`src/rtl/uler_pkg.sv`:
```
package uler_pkg;
    parameter int DW = 8;
    localparam int EV_N    = 6;
    localparam int EV_RX   = 0;
    localparam int EV_BSY  = 1;
    localparam int EV_CCR  = 2;
    localparam int EV_BRKS = 3;
    localparam int EV_BRKE = 4;
    localparam int EV_IDL  = 5;

    typedef enum logic [1:0] {RX_HUNT, RX_START, RX_DATA, RX_STOP} rx_state_e;

    typedef struct packed {
        logic [DW-1:0] data;
        logic          stop;
    } frame_t;

    function automatic logic is_break(frame_t f);
        return (f.data == '0) && !f.stop;
    endfunction
endpackage

```
`src/rtl/uler_deser.sv`:
```
module uler_deser
    import uler_pkg::*;
#(
    parameter int OVS = 16
) (
    input  logic   clk,
    input  logic   rst,
    input  logic   tick,
    input  logic   rxd,
    output logic   frm_done,
    output frame_t frm
);
    localparam int CW = $clog2(OVS);
    localparam int BW = (DW > 1) ? $clog2(DW) : 1;
    localparam logic [CW-1:0] HALF_C = CW'(OVS/2 - 1);
    localparam logic [CW-1:0] FULL_C = CW'(OVS - 1);
    localparam logic [BW-1:0] LAST_B = BW'(DW - 1);

    rx_state_e      st;
    logic [CW-1:0]  cnt;
    logic [BW-1:0]  bcnt;
    logic [DW-1:0]  shreg;

    always_ff @(posedge clk) begin
        if (rst) begin
            st       <= RX_HUNT;
            cnt      <= '0;
            bcnt     <= '0;
            shreg    <= '0;
            frm_done <= 1'b0;
            frm      <= '0;
        end else begin
            frm_done <= 1'b0;
            if (tick) begin
                case (st)
                    RX_HUNT: if (!rxd) begin
                        st  <= RX_START;
                        cnt <= '0;
                    end
                    RX_START: if (cnt == HALF_C) begin
                        cnt  <= '0;
                        bcnt <= '0;
                        st   <= rxd ? RX_HUNT : RX_DATA;
                    end else cnt <= cnt + 1'b1;
                    RX_DATA: if (cnt == FULL_C) begin
                        cnt   <= '0;
                        shreg <= {rxd, shreg[DW-1:1]};
                        if (bcnt == LAST_B) st <= RX_STOP;
                        else bcnt <= bcnt + 1'b1;
                    end else cnt <= cnt + 1'b1;
                    default: if (cnt == FULL_C) begin
                        cnt      <= '0;
                        frm_done <= 1'b1;
                        frm      <= '{data: shreg, stop: rxd};
                        st       <= RX_HUNT;
                    end else cnt <= cnt + 1'b1;
                endcase
            end
        end
    end

    AST_FALSE_START: assert property (@(posedge clk) disable iff (rst)
        (tick && st == RX_START && cnt == HALF_C && rxd) |=> (st == RX_HUNT && !frm_done));
endmodule

```
`src/rtl/uler_line.sv`:
```
module uler_line
    import uler_pkg::*;
#(
    parameter int OVS = 16
) (
    input  logic clk,
    input  logic rst,
    input  logic tick,
    input  logic rxd,
    input  logic frm_done,
    input  logic frm_brk,
    output logic idle_q,
    output logic idl_chg,
    output logic brk_start,
    output logic brk_end
);
    localparam int CHAR_TICKS = (DW + 2) * OVS;
    localparam int OW = $clog2(CHAR_TICKS + 1);
    localparam logic [OW-1:0] SAT_C  = OW'(CHAR_TICKS);
    localparam logic [OW-1:0] IDLE_C = OW'(CHAR_TICKS - 1);
    localparam logic [OW-1:0] BIT_C  = OW'(OVS - 1);

    logic [OW-1:0] ones;
    logic          in_brk;

    always_ff @(posedge clk) begin
        if (rst) begin
            ones      <= '0;
            idle_q    <= 1'b0;
            in_brk    <= 1'b0;
            idl_chg   <= 1'b0;
            brk_start <= 1'b0;
            brk_end   <= 1'b0;
        end else begin
            idl_chg   <= 1'b0;
            brk_start <= 1'b0;
            brk_end   <= 1'b0;
            if (tick) begin
                if (rxd) begin
                    if (ones != SAT_C) ones <= ones + 1'b1;
                    if (ones == IDLE_C && !idle_q) begin
                        idle_q  <= 1'b1;
                        idl_chg <= 1'b1;
                    end
                    if (in_brk && ones == BIT_C) begin
                        in_brk  <= 1'b0;
                        brk_end <= 1'b1;
                    end
                end else begin
                    ones <= '0;
                    if (idle_q) begin
                        idle_q  <= 1'b0;
                        idl_chg <= 1'b1;
                    end
                end
            end
            if (frm_done && frm_brk && !in_brk) begin
                in_brk    <= 1'b1;
                brk_start <= 1'b1;
            end
        end
    end

    AST_IDLE_DROP: assert property (@(posedge clk) disable iff (rst)
        (tick && !rxd) |=> !idle_q);
    AST_BRKS_LATCH: assert property (@(posedge clk) disable iff (rst)
        brk_start |-> in_brk);
    AST_BRKE_HIGH: assert property (@(posedge clk) disable iff (rst)
        brk_end |-> $past(rxd));
endmodule

```
`src/rtl/uler_events.sv`:
```
module uler_events #(
    parameter int N = 6
) (
    input  logic         clk,
    input  logic         rst,
    input  logic [N-1:0] set,
    input  logic [N-1:0] clr,
    input  logic [N-1:0] mask,
    output logic [N-1:0] flags,
    output logic         irq
);
    always_ff @(posedge clk) begin
        if (rst) flags <= '0;
        else     flags <= (flags & ~clr) | set;
    end

    assign irq = |(flags & mask);

    AST_STICKY: assert property (@(posedge clk) disable iff (rst)
        1'b1 |=> ((($past(flags) & ~$past(clr)) & ~flags) == '0));
    AST_SET_WINS: assert property (@(posedge clk) disable iff (rst)
        1'b1 |=> (($past(set) & ~flags) == '0));
endmodule

```
`src/rtl/uart_line_event_rx.sv`:
```
module uart_line_event_rx
    import uler_pkg::*;
#(
    parameter int OVS = 16
) (
    input  logic            clk,
    input  logic            rst,
    input  logic            samp_en,
    input  logic            rxd,
    input  logic            multidrop,
    input  logic            buf_avail,
    input  logic            buf_close,
    input  logic [DW-1:0]   ctl_char,
    input  logic            ctl_reject,
    output logic            chr_valid,
    output logic [DW-1:0]   chr_data,
    output logic [DW-1:0]   ctl_hold,
    input  logic [EV_N-1:0] evt_clr,
    input  logic [EV_N-1:0] evt_mask,
    output logic [EV_N-1:0] evt_flags,
    output logic            irq,
    output logic            idle_stat,
    output logic            hunting
);
    logic   frm_done, frm_brk;
    frame_t frm;
    logic   idl_chg, brk_start, brk_end;
    logic   is_ctl, to_buf, take_ctl, deliver, busy;
    logic [EV_N-1:0] ev_set;

    uler_deser #(.OVS(OVS)) u_deser (
        .clk(clk), .rst(rst), .tick(samp_en), .rxd(rxd),
        .frm_done(frm_done), .frm(frm)
    );

    assign frm_brk = is_break(frm);

    uler_line #(.OVS(OVS)) u_line (
        .clk(clk), .rst(rst), .tick(samp_en), .rxd(rxd),
        .frm_done(frm_done), .frm_brk(frm_brk),
        .idle_q(idle_stat), .idl_chg(idl_chg),
        .brk_start(brk_start), .brk_end(brk_end)
    );

    always_comb begin
        is_ctl   = ctl_reject && (frm.data == ctl_char);
        take_ctl = frm_done && !frm_brk && !hunting && is_ctl;
        to_buf   = frm_done && !frm_brk && !hunting && !is_ctl;
        deliver  = to_buf && buf_avail;
        busy     = to_buf && !buf_avail;
        ev_set          = '0;
        ev_set[EV_RX]   = deliver && buf_close;
        ev_set[EV_BSY]  = busy;
        ev_set[EV_CCR]  = take_ctl;
        ev_set[EV_BRKS] = brk_start;
        ev_set[EV_BRKE] = brk_end;
        ev_set[EV_IDL]  = idl_chg;
    end

    always_ff @(posedge clk) begin
        if (rst) begin
            chr_valid <= 1'b0;
            chr_data  <= '0;
            ctl_hold  <= '0;
            hunting   <= 1'b0;
        end else begin
            chr_valid <= deliver;
            if (deliver)  chr_data <= frm.data;
            if (take_ctl) ctl_hold <= frm.data;
            if (busy && multidrop)          hunting <= 1'b1;
            else if (idl_chg && idle_stat)  hunting <= 1'b0;
        end
    end

    uler_events #(.N(EV_N)) u_events (
        .clk(clk), .rst(rst), .set(ev_set), .clr(evt_clr),
        .mask(evt_mask), .flags(evt_flags), .irq(irq)
    );

    AST_HUNT_ON_BUSY: assert property (@(posedge clk) disable iff (rst)
        (busy && multidrop) |=> hunting);
    AST_DELIVER_NEEDS_BUF: assert property (@(posedge clk) disable iff (rst)
        chr_valid |-> $past(buf_avail));
    AST_NO_DELIVER_HUNT: assert property (@(posedge clk) disable iff (rst)
        chr_valid |-> !$past(hunting));
endmodule

```
`config.mk`:
```
export PLATFORM = sky130hd
export DESIGN_NAME = uart_line_event_rx
export DESIGN_NICKNAME = d
export VERILOG_FILES = /design/src/rtl/uler_pkg.sv /design/src/rtl/uler_deser.sv /design/src/rtl/uler_line.sv /design/src/rtl/uler_events.sv /design/src/rtl/uart_line_event_rx.sv
export SDC_FILE = /design/constraint.sdc
export NUM_CORES = 1
export LEC_CHECK = 0
export ABC_AREA = 1
export BUFFER_PORTS_ARGS = -buffer_cell sky130_fd_sc_hd__buf_2
export CORE_MARGIN = 2
export CORE_UTILIZATION = 36
export DETAILED_ROUTE_END_ITERATION = 10
export MAX_ROUTING_LAYER = met4
export PLACE_DENSITY = 0.67
export SYNTH_ARGS = -nofsm -noshare
export SYNTH_HDL_FRONTEND = slang
export SYNTH_SLANG_ARGS = --single-unit
```
`constraint.sdc`:
```
create_clock -name clk -period 3.2 [get_ports clk]
set_input_delay 0.64 -clock clk [delete_from_list [all_inputs] [get_ports clk]]
set_output_delay 0.64 -clock clk [all_outputs]
set_load 0.05 [all_outputs]
```
==> out/results.ini, run 1 <==
[grt]
use_met3_pct = 3.25
grt_overflow = 0
grt_max_degree = 27
grt_use_met2_pct = 25.6
antenna_found_initial = 0
grt_pass1_wl_um = 11800
grt_usage_pct = 15.5
top_usage_layer = met2
grt_pass1_vias = 2701
met1_usage_pct = 17.9

[pwr]
p_leak_nw = 1.78
ir_drop_mv = 0.230
total_power_mw = 1.70
p_per_area_mw_per_mm2 = 463

[outcome]
status = finished clean

[die]
die_w_um = 96.8
start_util_pct = 37.4
io_pins = 54
die_y_um = 96.8
core_mm2 = 0.00830
rows = 33
die_area_mm2 = 0.00938

[finish]
drive_gt1_share_pct = 19.9
fillCellCount = 837
final_cell_area_mm2 = 0.00367
diodes = 0
regArea_mm2 = 0.00128
synthToLayoutAreaGrowth_pct = 18.1
nets = 546
multi_input_area_mm2 = 0.00143

[synthesis]
synthCells = 460
synthFlopType = dfxtp_1
synth_enable_flop_cells = 0
synth.distinct_cells = 33
avgSynthCellArea_um2 = 6.75
synth.cell_area_mm2 = 0.00310
yosysSeqAreaShare_pct = 41.3
synth_nets = 493
synthArstFlopShare_pct = 0
ys_ff_latch = 64
synth_warnings = 0

[timing]
setup_slack_ps = 1140
rsz0062_at_grt = false
fmax_mhz = 486
maxSlewHeadroom_pct = 56.0
final.setup.tns_ps = 0
maxSlewViolCount = 0
finalCriticalPeriod_ps = 2060
finalHoldViolations = 0
worst_slew_pin_slew_ps = 660
setup_viol = 0
hold_ws_ps = 449
fin_crit_sh_pct = 64.3
fin_skew_ps = 9.81

[setup_path]
critPathBufInv = 2
worstPathCellList = buf_2 -> nand2_1 -> nand2_1 -> a221oi_1 -> nand3_1 -> buf_2
cp.arrival_ps = 1420
crit_path_start_kind = input port
worstPathRequired_ps = 2560
crit_cells = 6
cp_max_fo = 1
r2r-end = u_deser.frm[3]$_SDFFE_PP0P_
reg2reg_from = u_deser.cnt[0]$_SDFFE_PP0P_
cp_top_family = buffers and inverters
max_stage_delay_ps = 230
cp_slowest_cell = buf_2
cp-end-kind = primary output
critical_path_class = input port to primary output
reg2reg_slack_ps = 1480
rr_worst_depth = 6
cp-endpoint = irq
cp-startpoint = evt_mask[5]

[clock_tree]
cts_buffer_depth = 2
cts_hold_buf = 0
root_buffer = clkbuf_8
cts_tree = yes
insertion_delay_ps = 340
postCtsSetupBuffers = 0
ctsResizeCount = 0
cts_sinks = 64
cts_made_buffers = 9
clk_pin_slew_ps = 70
htreeDepth = 3

[placed_design]
postPlaceCellArea_mm2 = 0.00345
finalWeightedCongestion = 0.883
hpwl_um = 5150
portBuffers = 53
place_ws_ps = 1110

[drt]
viasPerCell = 4.64
drc = 0
wirelength_um = 6830
drtAntennaViolNets = 0
num_vias = 2889
drtIter0Drc = 87
wl_per_cell_um = 11.0
dr.pass1.iters = 4

[min_path]
min_path_type = flip-flop to flip-flop

[flow_run]
max_cap_violations = 0

## through the flow
stage,utilization (%),cells
2_1_floorplan,-,460
3_3_place_gp,41.5,607
3_5_place_dp,41.5,607
4_1_cts,44.2,623
5_1_grt,44.2,623
6_report,44.2,623
## power by group
part / switching, mW / internal [mW] / total (mW)
clock: 0.322 / 0.439 / 0.762
combinational: 0.0797 / 0.0419 / 0.122
sequential: 0.0104 / 0.805 / 0.815
total: 0.413 / 1.29 / 1.70
## worst min-delay path by stage
| stage | depth (start not counted) | to | slack, ps | from |
|---|---|---|---|---|
| after floorplan | 2 | u_events.flags[3]$_SDFF_PP0_ | 410 | u_line.brk_start$_SDFF_PP0_ |
| after global placement | 2 | u_events.flags[4]$_SDFF_PP0_ | 420 | u_line.brk_end$_SDFF_PP0_ |
| after detailed placement | 2 | u_events.flags[3]$_SDFF_PP0_ | 430 | u_line.brk_start$_SDFF_PP0_ |
| after CTS | 2 | u_events.flags[3]$_SDFF_PP0_ | 450 | u_line.brk_start$_SDFF_PP0_ |
| after global routing | 2 | u_events.flags[4]$_SDFF_PP0_ | 470 | u_line.brk_end$_SDFF_PP0_ |
| final | 2 | u_events.flags[3]$_SDFF_PP0_ | 450 | u_line.brk_start$_SDFF_PP0_ |
## flip-flops by register name (all words and copies together), names as in the netlist, 2 cells and up
signal and count:
u_deser.shreg 8, u_events.flags 6, u_deser.cnt 4, u_deser.frm 9, u_line.ones 8, chr_data 8
ctl_hold 8, u_deser.bcnt 3, u_deser.st 2
## per-layer routing
metal | wire length (um) | vias to the layer above
met5 | 0 | -
met4 | 178 | 0
met3 | 334 | 15
met2 | 3130 | 71
met1 | 3190 | 1264
li1 | - | 1539
## Yosys cell counts (all sizes together), types with 5 or more instances
cell	n	share of area (%)
a21oi	34	5.8
buf	7	1.3
clkbuf	5	0.60
dfxtp	64	41
ha	5	2.0
inv	89	11
nand2	114	14
nand3	17	3.5
nand4	19	4.2
nor2	65	8.4
nor3	5	1.5
o21ai	26	4.2
## logic make-up after synthesis
| family | Yosys count | synth area share [%] |
|---|---|---|
| xor+xnor | 1 | 0.282 |
| simple gates | 226 | 32.9 |
| flops | 64 | 41.3 |
| buf+inv | 101 | 12.7 |
| compound gates | 63 | 10.8 |
| fa+ha+maj | 5 | 2.02 |
## worst register-to-register path: cells and delay by family (launching register included)
kind | cells | cell delay, ps
simple gates | 2 | 530
flops | 1 | 380
compound gates | 2 | 380
fa+ha+maj | 1 | 210
buf+inv | 1 | 120
## placed cells by master, fill, tap and decap left out, types with 2 or more instances in the layout
cell type | synthesis | routed
nand2_1 | 113 | 113
inv_1 | 72 | 72
dfxtp_1 | 64 | 64
nor2_1 | 60 | 60
buf_2 | 3 | 53
a21oi_1 | 33 | 33
o21ai_0 | 23 | 23
inv_2 | 17 | 17
nand4_1 | 17 | 17
nand3_1 | 15 | 15
clkbuf_8 | 0 | 9
ha_1 | 5 | 5
nor2_2 | 4 | 4
o21ai_1 | 3 | 3
nor3_2 | 2 | 2
nand4_2 | 2 | 2
nand3_4 | 2 | 2
nor4_1 | 2 | 2
nor3_1 | 2 | 2
bufinv_16 | 0 | 2
clkinv_2 | 0 | 2
## area by class of cell
cell class | count | area share, %
repair buffers | 54 | 7.44
clock inverters | 7 | 2.59
flip-flops and latches | 64 | 34.9
clock buffers | 9 | 3.38
multi-input cells | 295 | 38.9
well taps | 105 | 3.58
inverters | 89 | 9.11
Note: power is estimated with default switching activity, not from simulation.
==> run 2, diff against run 1 <==
Settings changed: PLACE_DENSITY 0.67 to 0.69.
Clock period 3.2 ns to 1.8 ns, I/O delays scaled along.
==> run 2 against run 1 <==
Count of clock-buffer cells in the layout unchanged. Design area rose by 1.3%. Setup slack worse by 990 ps. Clock skew is 3.1 ps lower. Global-route usage rose by 0.25 points.
==> out/results.ini, run 2 (synthesis results as in run 1) <==
[timing]
setup_viol = 0
final.setup.tns_ps = 0
finalCriticalPeriod_ps = 1650
maxSlewHeadroom_pct = 71.2
hold_ws_ps = 282
fin_skew_ps = 6.76
fin_crit_sh_pct = 91.8
finalHoldViolations = 0
fmax_mhz = 605
worst_slew_pin_slew_ps = 432
maxSlewViolCount = 0
rsz0062_at_grt = false

[drt]
wl_met2_um = 3180
routed.top_layer = met4
drtAntennaViolNets = 0
viasPerCell = 4.68
wl_per_cell_um = 10.9
drtIter0Drc = 121
drc = 0
dr.pass1.iters = 4
met1_length_um = 3280
wl_met3_um = 260
wirelength_um = 6820
num_vias = 2936

[clock_tree]
clk_pin_slew_ps = 80
ctsResizeCount = 0
insertion_delay_ps = 340
cts_hold_buf = 0
cts_buffer_depth = 2
cts_made_buffers = 9
root_buffer = clkbuf_8
cts_tree = yes
cts_sinks = 64
htreeDepth = 3
postCtsSetupBuffers = 0

[grt]
grt_pass1_wl_um = 12100
grt_usage_pct = 15.8
grt_pass1_vias = 2736
grt_max_degree = 26
antenna_found_initial = 0
grt_overflow = 0

[placed_design]
hpwl_um = 5180
portBuffers = 53
postPlaceCellArea_mm2 = 0.00348
finalWeightedCongestion = 0.853

[finish]
nets = 551
drive_gt1_share_pct = 20.7
mostFrequentLayoutCell = nand2_1
fillCellCount = 872
top_register = u_deser.frm
final_cell_area_mm2 = 0.00371
synthToLayoutAreaGrowth_pct = 19.6
diodes = 0
final_cell_mix = nand2_1 (113), inv_1 (72), dfxtp_1 (64)
largest_register_ffs = 9

[setup_path]
worstPathCellList = nand2_1 -> nand2_1 -> a221oi_1 -> nand3_1 -> buf_2
cp-end-kind = primary output
cp_max_fo = 3
reg2reg_from = u_deser.cnt[0]$_SDFFE_PP0P_
crit_path_start_kind = flip-flop
worstPathRequired_ps = 1440
cp-startpoint = u_events.flags[5]$_SDFF_PP0_
cpMostUsedCell = nand2_1
critical_path_class = flip-flop to primary output
cp.arrival_ps = 1290
cp_slowest_cell = dfxtp_1
max_stage_delay_ps = 350

[outcome]
status = finished clean

[min_path]
min-delay-start = evt_clr[5]
min_path_type = input port to flip-flop

[die]
die_area_mm2 = 0.00938
core_mm2 = 0.00830
start_util_pct = 37.4
io_pins = 54
die_y_um = 96.8
rows = 33
die_w_um = 96.8

[pwr]
total_power_mw = 3.06
p_per_area_mw_per_mm2 = 824
p_leak_nw = 1.81
ir_drop_mv = 0.352

[flow_run]
max_cap_violations = 0

-- run 2: final timing paths --
path / slack (ps) / endpoint / cells past startpoint
max reg2reg: 220 / u_deser.frm[3]$_SDFFE_PP0P_ / 6
max: 150 / irq / 5
min: 280 / u_events.flags[5]$_SDFF_PP0_ / 4
min reg2reg: 450 / u_deser.frm[0]$_SDFFE_PP0P_ / 2
-- run 2: stage by stage --
| step | util (%) | worst slack (ps) | std cells |
|---|---|---|---|
| 2_1_floorplan | - | 185 | 460 |
| 3_3_place_gp | 42.0 | 227 | 612 |
| 3_5_place_dp | 42.0 | 200 | 612 |
| 4_1_cts | 44.7 | 118 | 628 |
| 5_1_grt | 44.7 | 1.76 | 628 |
| 6_report | 44.7 | 147 | 628 |
-- run 2: area by class of cell --
type | count | area, um^2 | area share [%]
Timing Repair Buffer | 59 | 310 | 8.36
Clock buffer | 9 | 124 | 3.34
Inverter | 89 | 334 | 9.00
Multi-Input combinational cell | 295 | 1430 | 38.5
Clock inverter | 7 | 104 | 2.80
Sequential cell | 64 | 1280 | 34.5
Tap cell | 105 | 131 | 3.54
-- run 2: power by group --
group          internal [mW]  total [mW]  switching [mW]
Combinational         0.0774       0.220           0.143
Sequential              1.43        1.45          0.0188
Clock                  0.793        1.39           0.598
-- run 2: layer usage --
metal  vias up  track usage (%)
met5         -                -
met4         0             5.20
li1       1553                -
met2        60             25.2
met3        11             3.61
met1      1312             19.8
-- run 2: worst max-delay path, delay by kind of cell, from the launching register on --
family | cells | cell delay (ps)
flip-flops | 1 | 350
buffers and inverters | 1 | 220
AND/OR/NAND/NOR | 3 | 190
AO/OA/AOI/OAI | 1 | 190
==> run 3, diff against run 2 <==
Settings changed: ABC_AREA 1 to 0, PLACE_DENSITY 0.69 to 0.7.
==> run 3 against run 2 <==
Sequential share of layout area grew 3.5 points. Fmax shrank 4.2%. Core utilization grew 1.8 points. Synthesized cell count shrank 35%. Flip-flop and latch count is the same.
==> out/results.ini, run 3 <==
[outcome]
status = finished clean

[drt]
wl_per_cell_um = 11.6
drtAntennaViolNets = 0
drc = 0
drtIter0Drc = 70
dr.pass1.iters = 4
wirelength_um = 5450
num_vias = 2202
viasPerCell = 4.71

[finish]
final_cells = 468
mostFrequentLayoutCell = dfxtp_1
largest_register_ffs = 9
fillCellCount = 728
final_cell_area_mm2 = 0.00339
nets = 397
top_register = u_deser.frm
final_cell_mix = dfxtp_1 (59), buf_2 (53), nor2_1 (52)
diodes = 0
utilization_pct = 46.5
drive_gt1_share_pct = 24.9
synthToLayoutAreaGrowth_pct = 24.2

[grt]
use_met3_pct = 4.07
grt_overflow = 0
top_usage_layer = met2
grt_pass1_wl_um = 9050
met1_usage_pct = 16.5
grt_max_degree = 47
grt_use_met2_pct = 21.2
grt_pass1_vias = 2000
antenna_found_initial = 0
grt_usage_pct = 13.8

[placed_design]
hpwl_um = 3940
dp_cells = 452
portBuffers = 53
place_ws_ps = -37.1
postPlaceCellArea_mm2 = 0.00318
finalWeightedCongestion = 0.785

[timing]
hold_ws_ps = 264
finalCriticalPeriod_ps = 1730
fin_crit_sh_pct = 95.9
maxSlewHeadroom_pct = 68.8
maxSlewViolCount = 0
worst_slew_pin_slew_ps = 465
fin_skew_ps = 6.75
setup_slack_ps = 74.7
fmax_mhz = 580
finalHoldViolations = 0
setup_viol = 0

[die]
die_y_um = 91.1
start_util_pct = 37.4
die_area_mm2 = 0.00830
core_mm2 = 0.00729
die_w_um = 91.1
rows = 31
io_pins = 54

[synthesis]
ys_ff_latch = 64
yosys.area.top_type_share_pct = 46.9
synthFlopType = dfxtp_1
synth_nets = 332
synthCells = 299
synthArstFlopShare_pct = 0
synth_enable_flop_cells = 0
synthTopCellsByCount = dfxtp_1 (64), nor2_1 (52), mux2i_1 (36), nand2_1 (28), a21oi_1 (12)
synth_area_leaders = dfxtp_1 (47%), mux2i_1 (13%), nor2_1 (7.1%), nand2_1 (3.8%), xnor2_1 (2.9%)
synth_warnings = 0
synth.distinct_cells = 40
synth.cell_area_mm2 = 0.00273
yosysSeqAreaShare_pct = 46.9
avgSynthCellArea_um2 = 9.13
synth_top_cell_by_area = dfxtp_1
yosysMostFrequentCell = dfxtp_1

[min_path]
min_path_type = input port to flip-flop

[setup_path]
cp_top_family = simple AND/OR/NAND/NOR gates
worstPathRequired_ps = 2030
max_stage_delay_ps = 400
cp.arrival_ps = 1950
cp_slowest_cell = or3_1
critPathBufInv = 1
worstPathCellList = xnor2_1 -> nand4_1 -> or3_1 -> and3_1 -> buf_12 -> mux2i_1
crit_path_start_kind = flip-flop
cp-end-kind = flip-flop
critical_path_class = flip-flop to flip-flop
cp_max_fo = 6

[pwr]
p_leak_nw = 1.47
ir_drop_mv = 0.322
p_per_area_mw_per_mm2 = 816

[clock_tree]
insertion_delay_ps = 340
root_buffer = clkbuf_8
clk_pin_slew_ps = 70
cts_made_buffers = 9
cts_sinks = 64
htreeDepth = 3
cts_buffer_depth = 2
postCtsSetupBuffers = 0
cts_tree = yes

[flow_run]
max_cap_violations = 0

## run 3: cells by family (layout without fill, tap and decap cells)
logic type,Yosys count,after routing,synth area share [%]
simple gates,125,125,21.7
flops,64,64,46.9
mux,36,36,13.2
compound gates,29,29,6.74
buf+inv,24,94,3.99
xor+xnor,16,16,5.13
fa+ha+maj,5,5,2.29
## run 3: cell type report
class | instances | area [um^2] | area share (%)
well taps | 99 | 124 | 3.65
clock buffers | 13 | 159 | 4.69
multi-input cells | 211 | 1350 | 39.8
repair buffers | 69 | 398 | 11.7
clock inverters | 3 | 40.0 | 1.18
inverters | 9 | 33.8 | 0.996
flip-flops and latches | 64 | 1290 | 38.0
## run 3: report_power, final
group | leakage (nW) | total [mW] | switching (mW) | internal [mW]
Combinational | 0.851 | 0.113 | 0.0641 | 0.0486
Sequential | 0.518 | 1.43 | 0.00759 | 1.42
Clock | 0.103 | 1.22 | 0.513 | 0.712
Total | 1.47 | 2.77 | 0.584 | 2.18
## run 3: stage by stage
stage | total power [mW] | setup TNS (ps)
global route | 2.88 | -72.1
floorplan | 1.52 | 0
global placement | 1.57 | 0
CTS | 2.80 | 0
detailed placement | 1.57 | -117
finish | 2.77 | 0
## run 3: layer usage
layer,vias to the layer above,part of all wire (%)
li1,1152,-
met1,985,48
met2,57,44
met3,8,5.6
met4,0,1.8
met5,-,0
## run 3: repair_timing
item                       in CTS  in global routing
pin swaps                       1                  0
gates resized for setup         5                  1
hold buffers                    0                  0
setup endpoints to repair       7                  4
## run 3: final timing paths
kind | start | endpoint | slack, ps | depth (start not counted)
max | u_deser.frm[2]$_SDFFE_PP0P_ | chr_data[0]$_SDFFE_PP0P_ | 70 | 6
min | buf_close | u_events.flags[0]$_SDFF_PP0_ | 260 | 2
max reg2reg | u_deser.frm[2]$_SDFFE_PP0P_ | chr_data[0]$_SDFFE_PP0P_ | 70 | 6
min reg2reg | u_line.brk_end$_SDFF_PP0_ | u_events.flags[4]$_SDFF_PP0_ | 440 | 2
